`src/rtl/ser_data_reg.sv`:
```
module ser_data_reg #(
  parameter int W = 8
) (
  input  logic         clk,
  input  logic         rst,
  input  logic         sel_data,
  input  logic         host_wr,
  input  logic         host_rd,
  input  logic [W-1:0] host_wdata,
  output logic [W-1:0] host_rdata,
  input  logic         dir_tx,
  output logic         tx_empty,
  output logic         rx_full,
  input  logic         start_det,
  input  logic         shift_en,
  input  logic         sda_in,
  output logic         sda_out,
  output logic         frame_done,
  output logic [W-1:0] addr_q
);
  localparam int CW = (W > 1) ? $clog2(W) : 1;
  localparam logic [CW-1:0] LAST = CW'(W - 1);

  logic [W-1:0]  sh_q, txb_q, rxb_q;
  logic [CW-1:0] cnt_q;
  logic          idle_q;

  wire         frame_end = shift_en && (cnt_q == LAST);
  wire         data_wr   = host_wr && sel_data && dir_tx && !start_det;
  wire         direct    = idle_q || (frame_end && tx_empty);
  wire [W-1:0] shifted   = {sh_q[W-2:0], sda_in};

  assign sda_out    = sh_q[W-1];
  assign host_rdata = sel_data ? rxb_q : addr_q;

  always_ff @(posedge clk) begin
    if (rst) begin
      sh_q       <= '0;
      txb_q      <= '0;
      rxb_q      <= '0;
      addr_q     <= '0;
      cnt_q      <= '0;
      idle_q     <= 1'b1;
      tx_empty   <= 1'b1;
      rx_full    <= 1'b0;
      frame_done <= 1'b0;
    end else begin
      frame_done <= frame_end;
      if (host_rd && sel_data)
        rx_full <= 1'b0;
      if (shift_en) begin
        sh_q  <= shifted;
        cnt_q <= (cnt_q == LAST) ? '0 : cnt_q + 1'b1;
      end
      if (frame_end) begin
        if (!dir_tx) begin
          rxb_q   <= shifted;
          rx_full <= 1'b1;
        end else if (!tx_empty) begin
          sh_q     <= txb_q;
          tx_empty <= 1'b1;
        end else begin
          idle_q <= 1'b1;
        end
      end
      if (data_wr) begin
        if (direct) begin
          sh_q   <= host_wdata;
          idle_q <= 1'b0;
        end else begin
          txb_q    <= host_wdata;
          tx_empty <= 1'b0;
        end
      end
      if (start_det) begin
        txb_q    <= '0;
        tx_empty <= 1'b1;
        idle_q   <= 1'b1;
        cnt_q    <= '0;
      end
      if (host_wr && !sel_data)
        addr_q <= host_wdata;
    end
  end
endmodule


```
`config.mk`:
```
export PLATFORM = sky130hd
export DESIGN_NAME = ser_data_reg
export DESIGN_NICKNAME = d
export VERILOG_FILES = /design/src/rtl/ser_data_reg.sv
export SDC_FILE = /design/constraint.sdc
export NUM_CORES = 1
export LEC_CHECK = 0
export ABC_AREA = 1
export BUFFER_PORTS_ARGS = -buffer_cell sky130_fd_sc_hd__clkbuf_2
export CAP_MARGIN = 20
export CORE_AREA = 2 2 71 73
export CTS_BUF_LIST = sky130_fd_sc_hd__clkbuf_8 sky130_fd_sc_hd__clkbuf_16
export DETAILED_ROUTE_END_ITERATION = 8
export DIE_AREA = 0 0 73 75
export SLEW_MARGIN = 10
export SYNTH_ARGS = -nofsm -noshare
export SYNTH_HDL_FRONTEND = slang
export SYNTH_SLANG_ARGS = --single-unit
```
`constraint.sdc`:
```
create_clock -name clk -period 1.71 [get_ports clk]
set_clock_uncertainty 0.1 [all_clocks]
set_input_delay 0.342 -clock clk [delete_from_list [all_inputs] [get_ports clk]]
set_output_delay 0.342 -clock clk [all_outputs]
set_load 0.02 [all_outputs]
```
==> impl_metrics.json <==
{
  "ios": 37,
  "numCtsBuffers": 5,
  "finalSetupViolCount": 0,
  "ff_latch_area_sq_um": 782,
  "cp-endpoint": "sh_q[3]$_SDFF_PP0_",
  "hold_depth": 2,
  "final_cell_area_sq_um": 2250,
  "die_h_microns": 75,
  "num_vias": 1736,
  "port_buffers": 36,
  "startpoint_type": "flop",
  "grtUsageTotal_pct": 17.8,
  "first_global_vias": 1549,
  "rsz0062_at_grt": "yes",
  "arrival_ns": 1.68,
  "dp_hpwl_microns": 3360,
  "slew_headroom_pct": 78.0,
  "path_cells": "ha_2 > ha_4 > nand2_4 > nor3_4 > nor2_1 > nor2_1 > nor2_1",
  "yosysTopAreaCellShare_pct": 42.3,
  "tightest_slew_ns": 0.330,
  "period_share_pct": 92.1,
  "hold_class": "in -> reg",
  "cp_max_fo": 8,
  "floorplan.die_area_sq_um": 5480,
  "area_delta_synth_final_pct": 21.8,
  "p_leak_nw": 1.12,
  "ys_seq_area_share_pct": 42.3,
  "antenna_left": 0,
  "synthCells": 269,
  "layout.nets": 329,
  "dieWidth_microns": 73,
  "final_max_slew_viol_count": 0,
  "fillerInstances": 481,
  "ys_seq_elements": 39,
  "avgViaCountPerCell": 4.76,
  "ff2ff_setup_slack_ns": 0.14,
  "synthTopCellsByArea": "dfxtp_1 (42%), nand2_1 (15%), nor2_1 (8.9%), o21ai_0 (7.3%), a21oi_1 (5.1%)",
  "cts-htree-levels": 2,
  "layout-drive-gt1-share_pct": 20.9,
  "max_clock_freq_mhz": 635,
  "critPathKind": "reg -> reg",
  "pwr_density_cell_nw_per_um2": 877,
  "cp-startpoint": "cnt_q[0]$_SDFFE_PP0P_",
  "antenna_found_initial": 0,
  "synth_ff_type": "dfxtp_1",
  "p_total_mw": 1.97,
  "gp_congestion": 0.800,
  "crit_path_end_kind": "flop",
  "synth_common_cells": "nand2_1 (75), nor2_1 (44), dfxtp_1 (39)",
  "std_cell_rows": 25,
  "ir_drop_v": 0.000312,
  "status": "completed",
  "max_stage_delay_ns": 0.35,
  "diodes": 0,
  "multiInputGateArea_sq_um": 925,
  "design.core.area_sq_um": 4660,
  "syn-num-nets": 288,
  "cp_slowest_cell": "dfxtp_2",
  "postPlaceCellArea_sq_um": 2090,
  "start_util_pct": 39.6,
  "r2r_start": "cnt_q[0]$_SDFFE_PP0P_",
  "yosysMostFrequentCell": "nand2_1",
  "cts_tree": "done",
  "routed_wl_microns": 4490,
  "synthArstFlopShare_pct": 0,
  "max-cap-violations": 0,
  "netlist_area_sq_um": 1850,
  "synth_edf_count": 0,
  "grt_max_degree": 25,
  "clockBufferDepth": 2,
  "grt.overflow.total": 0,
  "clkTransAtPathRegs_ns": 0.08,
  "post-route-drc-count": 0,
  "first_pass_iters": 4,
  "ctsRootBufferMaster": "clkbuf_8",
  "grt_pass1_wl_microns": 7360,
  "finalHoldViolCount": 0,
  "worstSkewPairLatency_ns": 0.30,
  "fin_setup_tns_ns": 0,
  "avgRoutedWirePerCell_microns": 12.3,
  "clkSinkCount": 39,
  "worstPathRequired_ns": 1.81,
  "crit_top_cell": "nor2_1",
  "period_needed_ns": 1.57,
  "drtIter0Drc": 106,
  "synth_top_area_cell": "dfxtp_1",
  "reg2reg_depth": 7,
  "synth_cell_types": 22,
  "post_synth.cell_area_avg_sq_um": 6.87,
  "rr_endpoint": "sh_q[3]$_SDFF_PP0_",
  "yosys_warnings": 0
}
## layout by cell type, fill, tap and decap left out, drive strengths merged
cell type,n
ha,2
nand4,1
inv,26
a21oi,19
clkbuf,41
nand2,77
nor2,48
o21ai,27
dfxtp,39
nand3,18
clkinv,3
buf,7
nor3,2
bufinv,1
## worst max-delay path: cells and delay by family, from the launching register on
family	cells	cell delay (ns)
adder cells (fa/ha/maj)	2	0.34
flip-flops	1	0.35
AND/OR/NAND/NOR	5	0.68
## registers in the layout, summed over array words and instances (netlist names)
name,count
rxb_q,8
cnt_q,3
txb_q,8
addr_q,8
frame_done,1
idle_q,1
sh_q,8
tx_empty,1
rx_full,1
## cell type report
| type | instances | share of cell area [%] |
|---|---|---|
| well taps | 54 | 3.00 |
| clock inverters | 3 | 1.95 |
| multi-input cells | 194 | 41.1 |
| repair buffers | 43 | 11.6 |
| flip-flops and latches | 39 | 34.8 |
| clock buffers | 5 | 3.06 |
| inverters | 27 | 4.50 |
## timing repair
item | CTS | global route
setup endpoints to repair | 0 | 26
setup buffers | 0 | 1
endpoints found under the hold margin | 0 | 0
hold buffers | 0 | 0
resized for setup | 0 | 7
## through the flow
stage,utilization (%),setup WS (ns),hold WS [ns],std cells
after global placement,44.8,0.117,0.348,356
after detailed placement,44.8,0.0789,0.352,356
after floorplan,-,0.197,0.311,269
after global routing,48.3,-0.00619,0.140,365
after CTS,47.2,0.0593,0.127,364
final,48.3,0.136,0.122,365
## per-layer routing
layer / share of wire, % / track usage, % / wire, microns
met5: 0 / 0 / 0
met4: 1.5 / 6.79 / 69
met3: 3.3 / 4.02 / 148
met2: 44 / 26.7 / 1970
met1: 51 / 24.8 / 2300
## worst min-delay path by stage
stage / startpoint / endpoint / slack, ns
6_report: rst / rx_full$_SDFF_PP0_ / 0.12
3_3_place_gp: rx_full$_SDFF_PP0_ / rx_full$_SDFF_PP0_ / 0.35
4_1_cts: rst / rx_full$_SDFF_PP0_ / 0.13
5_1_grt: rst / rx_full$_SDFF_PP0_ / 0.14
3_5_place_dp: rx_full$_SDFF_PP0_ / rx_full$_SDFF_PP0_ / 0.35
2_1_floorplan: rst / rx_full$_SDFF_PP0_ / 0.31
## logic make-up after synthesis
kind of cell / after synthesis / synth area share (%)
and+or+nand+nor: 146 / 35.0
AOI/OAI and AO/OA: 46 / 12.5
DFF: 39 / 42.3
buffers and inverters: 36 / 8.87
adders and majority gates: 2 / 1.35
## report_power, final
group / internal (mW) / switching, mW / leakage, nW
Combinational: 0.0818 / 0.151 / 0.745
Clock: 0.435 / 0.351 / 0.0581
Sequential: 0.937 / 0.0178 / 0.318
Total: 1.45 / 0.520 / 1.12
Power figures use the tool's default switching activity.
